`src/rtl/msi_cq_pkg.sv`:
```
package msi_cq_pkg;

  localparam int REC_BYTES = 16;
  localparam int REC_W     = REC_BYTES * 8;
  localparam int MIN_LOG2  = 15;

  localparam logic [2:0] RA_CTRL    = 3'd0;
  localparam logic [2:0] RA_BASE_HI = 3'd3;
  localparam logic [2:0] RA_BASE_LO = 3'd4;
  localparam logic [2:0] RA_RD_OFF  = 3'd5;
  localparam logic [2:0] RA_WR_OFF  = 3'd6;

  localparam int CB_EN   = 0;
  localparam int CB_FDET = 1;
  localparam int CB_IRQ  = 3;
  localparam int CB_STOP = 4;
  localparam int CB_SIZE = 8;

  typedef struct packed {
    logic [1:0] size_sel;
    logic       stop_full;
    logic       irq_en;
    logic       full_det;
    logic       enable;
  } ctrl_t;

endpackage

```
`src/rtl/msi_cq_regs.sv`:
```
module msi_cq_regs
  import msi_cq_pkg::*;
#(
  parameter int OFF_W = 18
) (
  input  logic             clk,
  input  logic             rst,
  input  logic [2:0]       reg_addr,
  input  logic             reg_wr,
  input  logic [31:0]      reg_wdata,
  input  logic             reg_rd,
  output logic [31:0]      reg_rdata,
  input  logic [OFF_W-1:0] wr_off,
  input  logic [OFF_W-1:0] rd_off,
  output ctrl_t            ctrl,
  output logic [63:0]      base,
  output logic             rd_we,
  output logic [OFF_W-1:0] rd_wval
);

  logic [31:0] base_hi_q;
  logic [31:0] base_lo_q;
  logic [31:0] rd_mux;

  assign base    = {base_hi_q, base_lo_q};
  assign rd_we   = reg_wr && (reg_addr == RA_RD_OFF);
  assign rd_wval = reg_wdata[OFF_W-1:0];

  always_ff @(posedge clk) begin
    if (rst) begin
      ctrl      <= '0;
      base_hi_q <= '0;
      base_lo_q <= '0;
    end else if (reg_wr) begin
      case (reg_addr)
        RA_CTRL: begin
          ctrl.enable    <= reg_wdata[CB_EN];
          ctrl.full_det  <= reg_wdata[CB_FDET];
          ctrl.irq_en    <= reg_wdata[CB_IRQ];
          ctrl.stop_full <= reg_wdata[CB_STOP];
          ctrl.size_sel  <= reg_wdata[CB_SIZE +: 2];
        end
        RA_BASE_HI: base_hi_q <= reg_wdata;
        RA_BASE_LO: base_lo_q <= reg_wdata;
        default: ;
      endcase
    end
  end

  always_comb begin
    rd_mux = '0;
    case (reg_addr)
      RA_CTRL: begin
        rd_mux[CB_EN]        = ctrl.enable;
        rd_mux[CB_FDET]      = ctrl.full_det;
        rd_mux[CB_IRQ]       = ctrl.irq_en;
        rd_mux[CB_STOP]      = ctrl.stop_full;
        rd_mux[CB_SIZE +: 2] = ctrl.size_sel;
      end
      RA_BASE_HI: rd_mux = base_hi_q;
      RA_BASE_LO: rd_mux = base_lo_q;
      RA_RD_OFF:  rd_mux[OFF_W-1:0] = rd_off;
      RA_WR_OFF:  rd_mux[OFF_W-1:0] = wr_off;
      default:    rd_mux = '0;
    endcase
  end

  always_ff @(posedge clk) begin
    if (rst) reg_rdata <= '0;
    else if (reg_rd) reg_rdata <= rd_mux;
  end

endmodule

```
`src/rtl/msi_cq_ptr.sv`:
```
module msi_cq_ptr
  import msi_cq_pkg::*;
#(
  parameter int OFF_W = 18
) (
  input  logic             clk,
  input  logic             rst,
  input  logic [1:0]       size_sel,
  input  logic             full_det,
  input  logic             stop_full,
  input  logic             adv,
  input  logic             rd_we,
  input  logic [OFF_W-1:0] rd_wval,
  output logic [OFF_W-1:0] wr_off,
  output logic [OFF_W-1:0] rd_off,
  output logic             full
);

  localparam int STEP_LOG2 = $clog2(REC_BYTES);
  localparam logic [OFF_W-1:0] STEP = OFF_W'(REC_BYTES);

  logic [OFF_W-1:0] mask;
  logic [OFF_W-1:0] wr_next;
  logic [OFF_W-1:0] rd_next;
  logic             overrun;

  // Mask keeps bits from the record size up to (size_sel + MIN_LOG2 - 1).
  for (genvar gi = 0; gi < OFF_W; gi++) begin : g_mask
    assign mask[gi] = (gi >= STEP_LOG2) && (gi < (int'(size_sel) + MIN_LOG2));
  end

  assign wr_next = (wr_off + STEP) & mask;
  assign rd_next = (rd_off + STEP) & mask;
  assign full    = full_det && (wr_next == rd_off);
  assign overrun = full && !stop_full;

  always_ff @(posedge clk) begin
    if (rst) wr_off <= '0;
    else if (adv) wr_off <= wr_next;
  end

  always_ff @(posedge clk) begin
    if (rst) rd_off <= '0;
    else if (rd_we) rd_off <= rd_wval & mask;
    else if (adv && overrun) rd_off <= rd_next;
  end

endmodule

```
`src/rtl/msi_cq_writer.sv`:
```
module msi_cq_writer
  import msi_cq_pkg::*;
#(
  parameter int OFF_W = 18
) (
  input  logic             clk,
  input  logic             rst,
  input  logic             enable,
  input  logic             refuse,
  input  logic [63:0]      base,
  input  logic [OFF_W-1:0] wr_off,
  input  logic             msi_valid,
  input  logic [31:0]      msi_data,
  output logic             msi_ready,
  output logic             mem_req,
  output logic [63:0]      mem_addr,
  output logic [REC_W-1:0] mem_data,
  input  logic             mem_ack,
  output logic             adv
);

  typedef enum logic {ST_IDLE, ST_WAIT} st_t;
  st_t state;

  logic take;

  assign msi_ready = (state == ST_IDLE) && enable && !refuse;
  assign take      = msi_valid && msi_ready;
  assign adv       = (state == ST_WAIT) && mem_ack;
  assign mem_req   = (state == ST_WAIT);

  always_ff @(posedge clk) begin
    if (rst) begin
      state <= ST_IDLE;
    end else begin
      case (state)
        ST_IDLE: if (take) state <= ST_WAIT;
        ST_WAIT: if (mem_ack) state <= ST_IDLE;
        default: state <= ST_IDLE;
      endcase
    end
  end

  always_ff @(posedge clk) begin
    if (rst) begin
      mem_addr <= '0;
      mem_data <= '0;
    end else if (take) begin
      mem_addr <= base + 64'(wr_off);
      mem_data <= {{(REC_W-16){1'b0}}, msi_data[15:0]};
    end
  end

endmodule

```
`src/rtl/msi_capture_queue.sv`:
```
module msi_capture_queue
  import msi_cq_pkg::*;
#(
  parameter int OFF_W = 18
) (
  input  logic         clk,
  input  logic         rst,
  input  logic [2:0]   reg_addr,
  input  logic         reg_wr,
  input  logic [31:0]  reg_wdata,
  input  logic         reg_rd,
  output logic [31:0]  reg_rdata,
  input  logic         msi_valid,
  input  logic [31:0]  msi_data,
  output logic         msi_ready,
  output logic         mem_req,
  output logic [63:0]  mem_addr,
  output logic [127:0] mem_data,
  input  logic         mem_ack,
  output logic         irq_o
);

  ctrl_t            ctrl;
  logic [63:0]      base;
  logic             rd_we;
  logic [OFF_W-1:0] rd_wval;
  logic [OFF_W-1:0] wr_off;
  logic [OFF_W-1:0] rd_off;
  logic             full;
  logic             adv;
  logic             refuse;

  assign refuse = full && ctrl.stop_full;

  msi_cq_regs #(.OFF_W(OFF_W)) i_regs (
    .clk(clk), .rst(rst),
    .reg_addr(reg_addr), .reg_wr(reg_wr), .reg_wdata(reg_wdata),
    .reg_rd(reg_rd), .reg_rdata(reg_rdata),
    .wr_off(wr_off), .rd_off(rd_off),
    .ctrl(ctrl), .base(base), .rd_we(rd_we), .rd_wval(rd_wval)
  );

  msi_cq_ptr #(.OFF_W(OFF_W)) i_ptr (
    .clk(clk), .rst(rst),
    .size_sel(ctrl.size_sel), .full_det(ctrl.full_det),
    .stop_full(ctrl.stop_full), .adv(adv),
    .rd_we(rd_we), .rd_wval(rd_wval),
    .wr_off(wr_off), .rd_off(rd_off), .full(full)
  );

  msi_cq_writer #(.OFF_W(OFF_W)) i_writer (
    .clk(clk), .rst(rst),
    .enable(ctrl.enable), .refuse(refuse),
    .base(base), .wr_off(wr_off),
    .msi_valid(msi_valid), .msi_data(msi_data), .msi_ready(msi_ready),
    .mem_req(mem_req), .mem_addr(mem_addr), .mem_data(mem_data),
    .mem_ack(mem_ack), .adv(adv)
  );

  always_ff @(posedge clk) begin
    if (rst) irq_o <= 1'b0;
    else     irq_o <= ctrl.enable && ctrl.irq_en && (rd_off != wr_off);
  end

endmodule

```
`config.mk`:
```
export PLATFORM = sky130hd
export DESIGN_NAME = msi_capture_queue
export DESIGN_NICKNAME = d
export VERILOG_FILES = /design/src/rtl/msi_cq_pkg.sv /design/src/rtl/msi_cq_regs.sv /design/src/rtl/msi_cq_ptr.sv /design/src/rtl/msi_cq_writer.sv /design/src/rtl/msi_capture_queue.sv
export SDC_FILE = /design/constraint.sdc
export NUM_CORES = 1
export LEC_CHECK = 0
export BUFFER_PORTS_ARGS = -buffer_cell sky130_fd_sc_hd__clkbuf_2
export CORE_MARGIN = 2
export CORE_UTILIZATION = 27
export CTS_CLUSTER_SIZE = 12
export DETAILED_ROUTE_END_ITERATION = 10
export PLACE_DENSITY = 0.51
export SYNTH_ARGS = -nofsm -noshare
export SYNTH_HDL_FRONTEND = slang
export SYNTH_SLANG_ARGS = --single-unit
```
`constraint.sdc`:
```
create_clock -name clk -period 6.7 [get_ports clk]
set_clock_uncertainty 0.05 [all_clocks]
set_input_delay 0.335 -clock clk [delete_from_list [all_inputs] [get_ports clk]]
set_output_delay 0.335 -clock clk [all_outputs]
set_load 0.05 [all_outputs]
```
# Word level (Yosys, flattened, before mapping)

Index checks and enable logic that the tools add are counted.

Register bits: 220
Input bits: 73
Output and inout bits: 227
Logic and storage cells: 72

$add $sub $neg: 4
$lt $le $gt $ge: 14
Eq/ne operators: 6
Multiplexer cells: 12
Bitwise gates (word level): 4
Reduce and logical (&&, ||, !) cells: 18

Operators with widths:

| kind                                                | number |
|---|---|
| < comparator 5 x 32 -> 1 bit, first input constant  | 8 |
| < comparator 4 x 32 -> 1 bit, first input constant  | 3 |
| adder 64 x 18 -> 64 bit                             | 1 |
| < comparator 6 x 32 -> 1 bit, first input constant  | 2 |
| AND 18 bit                                          | 3 |
| adder 18 x 5 -> 18 bit, second input constant       | 2 |
| 2-to-1 mux 18 bit                                   | 2 |
| case mux 8 bit (4 select lines)                     | 1 |
| case mux 2 bit (5 select lines)                     | 3 |
| case mux 14 bit (2 select lines)                    | 1 |
| equality test 18 bit                                | 1 |
| != test 18 bit                                      | 1 |
| case mux 3 bit (4 select lines)                     | 1 |
| logical AND 1 bit                                   | 11 |
| equality test 3 bit, second input constant          | 3 |
| AND reduction 2 bit                                 | 3 |
| adder 2 x 4 -> 5 bit, second input constant         | 1 |
| < comparator 3 x 5 -> 1 bit, first input constant   | 1 |
| case mux 1 bit (4 select lines)                     | 1 |
| equality test 3 x 2 -> 1 bit, second input constant | 1 |
| zero test 3 bit                                     | 1 |
| zero test 1 bit                                     | 2 |
| 2-to-1 mux 1 bit                                    | 2 |
| case mux 1 bit (2 select lines)                     | 1 |
| other kinds (2)                                     | 2 |

# Longest topological paths before layout

Depth after elaboration: 11
Depth in mapped cells: 11
Gate-level depth less buffers: 10

# Cells and area by module

Synthesis repeated with hierarchy kept, for this count alone.

Cells, all modules: 1567
Area, all modules: 12707.2 um^2

Modules (own cells, without submodules):

| module            | instances | cells an instance | area an instance (um^2) | seq. area each (um^2) |
|---|---|---|---|---|
| msi_cq_writer     | 1         | 713               | 5696.7                  | 1621.6 |
| msi_cq_regs       | 1         | 545               | 4550.6                  | 2042.0 |
| msi_cq_ptr        | 1         | 281               | 2219.6                  | 560.5 |
| msi_capture_queue | 1         | 28                | 240.2                   | 20.0 |

# Worst setup path after synthesis

Ideal clock, no wire load.

Kind: reg-to-output
From: reg i_ptr.wr_off[4]
To: out msi_ready
Arrival: 3282 ps
Required time: 6315 ps
Slack: 3033 ps
Cell stages (with the launch flop): 11
Buffers on the path: 3
Cells stage by stage: dfxtp_1 > ha_1 > nand3_2 > buf_2 > xnor2_1 > a221oi_1 > nor3b_1 > and4_1 > buf_6 > buf_4 > nor3b_1

Word-level cells in the longest chain between the ends: 7

RTL lines:

| item                   | RTL line                | source |
|---|---|---|
| from (decl)            | msi_cq_ptr.sv:14        | `output logic [OFF_W-1:0] wr_off,` |
| from (signal assigned) | msi_cq_ptr.sv:39        | `else if (adv) wr_off <= wr_next;` |
| adder 18 x 5 -> 18 bit | msi_cq_ptr.sv:32        | `assign wr_next = (wr_off + STEP) & mask;` |
| AND 18 bit             | msi_cq_ptr.sv:32        |  |
| equality test 18 bit   | msi_cq_ptr.sv:34        | `assign full = full_det && (wr_next == rd_off);` |
| logical AND 1 bit      | msi_cq_ptr.sv:34        |  |
| logical AND 1 bit      | msi_capture_queue.sv:33 | `assign refuse = full && ctrl.stop_full;` |
| zero test 1 bit        | msi_cq_writer.sv:27     | `assign msi_ready = (state == ST_IDLE) && enable && !refuse;` |
| logical AND 1 bit      | msi_cq_writer.sv:27     |  |
| to (decl)              | msi_capture_queue.sv:15 | `output logic msi_ready,` |

No other way between the ends.

# Worst setup path in the final report

From: reg i_ptr.wr_off[5]
To: out msi_ready

Same word-level chain as after synthesis.

==> metrics.md <==
| Metric | Value |
|---|---|
| Share of layout cells above drive strength 1 | 0.1817 |
| Arrival @ worst endpoint | 3.97 ns |
| Post-route insts no fill | 2221 |
| Most frequent cells in the layout | dfxtp_1, nand2_1, a21oi_1 |
| Post-synth EDFFs | 0 |
| CTS buffer count | 26 |
| Tcrit/Tclk final | 0.6498 |
| Nets | 1702 |
| Synth Area in Compound Gates | 0.2223 |
| Final wirelength | 41560 um |
| Unrepaired setup endpoints after global routing | no |
| Hold path startpoint | reg_wdata[17] |
| I/O Pins | 300 |
| Vias after detailed routing | 11040 |
| Largest family of logic cells by synthesized area | compound AO/OA/AOI/OAI gates |
| CTS root buffer | clkbuf_16 |
| Number of synthesized register bits | 212 |
| Worst r2r src | i_ptr.wr_off[5] |
| Slew at the pin closest to its max-slew limit | 1.046 ns |
| CTS H-tree depth | 1 |
| Drt via density | 4.969 |
| Post-synthesis xor/xnor area fraction | 0.06034 |
| Worst EP required | 6.31 ns |
| Worst Hold End | i_regs.base_lo_q[17] |
| Minimum clock period | 4.353 ns |
| Fillers | 4772 |
| R2R Path End | i_writer.mem_addr[58] |
| Slew HR | 0.2982 |
| 1st-pass router iterations | 6 |
| Cts repair resizes | 0 |
| Die area | 46330 um2 |
| Hold depth | 3 |
| Vias in the first global route | 10230 |
| YS warnings | 0 |
| Synth cell types | 76 |
| Sum Neg Setup Slack | 0 ns |
| CTS tree | done |
| Clk_lat worst skew | 0.56 ns |
| First-pass GRT wire length | 62730 um |
| Post-CTS Setup Bufs | 0 |
| Gpl congestion | 0.8766 |
| MaxCap Viol Count | 0 |
| Fmax | 229.7 MHz |
| Post-Syn Instances | 1486 |
| Worst R2R Setup Slack | 2.74 ns |
| Post-synthesis mux area share | 0.02243 |
| DP HPWL | 29110 um |
| # port buffers | 171 |
| Post-Syn Area per Cell | 8.108 um2 |
| Cell area after synthesis | 12050 um2 |
| Commonest non-fill, non-tap cell in the layout | dfxtp_1 |
| Leakage power | 0.005158 uW |
| Post-Synth Adder-Cell Area | 0.01828 |
| Largest net degree at the start of global routing | 92 |
| Startpoint class of the critical path | register |
| Clock Sinks | 212 |
| Chip height | 215.2 um |
| Final Max Slew Viols | 0 |
| Register area share after synthesis | 0.3523 |
| Placed insts | 2139 |
| Grt total ovfl | 0 |
| Outcome | complete, no violations |
| Core footprint | 44120 um2 |
| Async set or reset register ratio after synthesis | 0 |
| Final Setup Violations | 0 |
| DRC Markers | 0 |
| Final Hold Viols | 0 |
| Ant. Diodes | 0 |
| Crit path kind | register to output port |
| Reg2Reg Depth | 9 |
| Peak supply drop | 0.0001687 V |
| Initial DRC Count | 853 |
| CTS max path bufs | 3 |
| Clock-pin transition on the worst setup and hold timing paths | 0.06 ns |
| Synth Area in Simple Gates | 0.2056 |
| PD cells | 232.4 nW/um2 |
| Critical Path End Type | output port |
| Initial antenna violation count | 2 |
| Die W | 215.2 um |
| Rows | 77 |
| Top_reg_cell synth | dfxtp_1 |
| Worst hold path class | input pin to register |
| Avg WL per Cell | 18.71 um |
| Initial Util | 0.2730 |
| ANT nets after route | 0 |
| Critical-path maximum fanout | 37 |
| Area delta synth->final | 16.71% |
| Total track usage | 0.1718 |
## synth_stat cells (27+ instances only)
cell / instances / share of area
a211oi_1: 41 / 0.026
a22oi_1: 34 / 0.021
xor2_1: 42 / 0.031
a21oi_1: 177 / 0.074
nand3_1: 69 / 0.029
a211oi_2: 41 / 0.043
nor2_1: 77 / 0.024
dfxtp_1: 212 / 0.35
nand4_1: 27 / 0.014
clkbuf_1: 88 / 0.027
nand2_1: 193 / 0.060
xnor2_1: 41 / 0.030
o21ai_0: 59 / 0.025
buf_4: 118 / 0.074
## sequential cells by signal (all words and copies together), names as in the netlist
signal and flops:
i_ptr.rd_off 14, i_ptr.wr_off 14, i_regs.base_hi_q 32, i_regs.base_lo_q 32, i_regs.ctrl 6, i_regs.reg_rdata 32
i_writer.mem_addr 64, i_writer.mem_data 16, i_writer.mem_req 1, irq_o 1
## power by group
| group | internal (uW) | total (uW) | switching [uW] |
|---|---|---|---|
| clock network | 908 | 1500 | 590 |
| logic | 95.1 | 431 | 336 |
| registers | 1290 | 1340 | 46.5 |
| total | 2300 | 3270 | 972 |
## through the flow
step / hold slack (ns) / worst slack, ns / cell area, um2 / utilization / power (uW)
floorplan: 0.3741 / 3.033 / 12460 / - / 1727
global placement: 0.3938 / 2.756 / 12800 / 0.2900 / 1774
detailed placement: 0.3962 / 2.706 / 12800 / 0.2900 / 1777
CTS: 0.008713 / 2.298 / 14060 / 0.3187 / 3302
global route: 0.02450 / 2.003 / 14060 / 0.3187 / 3386
finish: 0.03897 / 2.347 / 14060 / 0.3187 / 3268
## kinds of logic after synthesis
group	Yosys count
AO/OA/AOI/OAI	401
AND/OR/NAND/NOR	500
adder cells (fa/ha/maj)	17
other	1
XOR/XNOR	83
flip-flops	212
buffers and inverters	246
multiplexers	26
## layer usage
layer / vias up / wire length [um] / part of all wire / global-route usage
met5: - / 27 / 0.00065 / 0
met4: 4 / 974 / 0.023 / 0.04897
met3: 55 / 2533 / 0.061 / 0.02845
met2: 331 / 18950 / 0.46 / 0.2718
met1: 5332 / 19070 / 0.46 / 0.2399
li1: 5314 / - / - / -
## worst max-delay path, stage by stage (launching register included)
cell       delay [ns]
dfxtp_1          0.54
ha_1             0.32
nand3_2          0.26
nor4b_2          0.46
xor2_1           0.16
a2111oi_4        0.61
and4_1           0.30
buf_4            0.38
nor3b_1          0.09
clkbuf_2         0.25
## how the worst max path moves through the flow
| stage | from | endpoint | slack (ns) | depth (start not counted) |
|---|---|---|---|---|
| 4_1_cts | i_ptr.wr_off[5] | msi_ready | 2.30 | 9 |
| 3_5_place_dp | i_ptr.wr_off[5] | i_writer.mem_addr[58] | 2.71 | 9 |
| 6_report | i_ptr.wr_off[5] | msi_ready | 2.35 | 9 |
| 2_1_floorplan | i_ptr.wr_off[4] | msi_ready | 3.03 | 10 |
| 3_3_place_gp | i_ptr.wr_off[5] | i_writer.mem_addr[58] | 2.76 | 9 |
| 5_1_grt | i_ptr.wr_off[5] | msi_ready | 2.00 | 9 |
## cell type report
class	instances	area, um2	area share
Tap cell	592	740.7	0.05268
Clock inverter	11	172.7	0.01228
Sequential cell	212	4244	0.3018
Timing Repair Buffer	222	1338	0.09512
Inverter	11	41.29	0.002936
Clock buffer	34	720.7	0.05125
Multi-Input combinational cell	1139	6804	0.4839
## what timing repair did
action	in CTS	in global routing
hold buffers	37	0
setup endpoints to repair	0	0
endpoints found under the hold margin	60	0
Power figures use the tool's default switching activity.
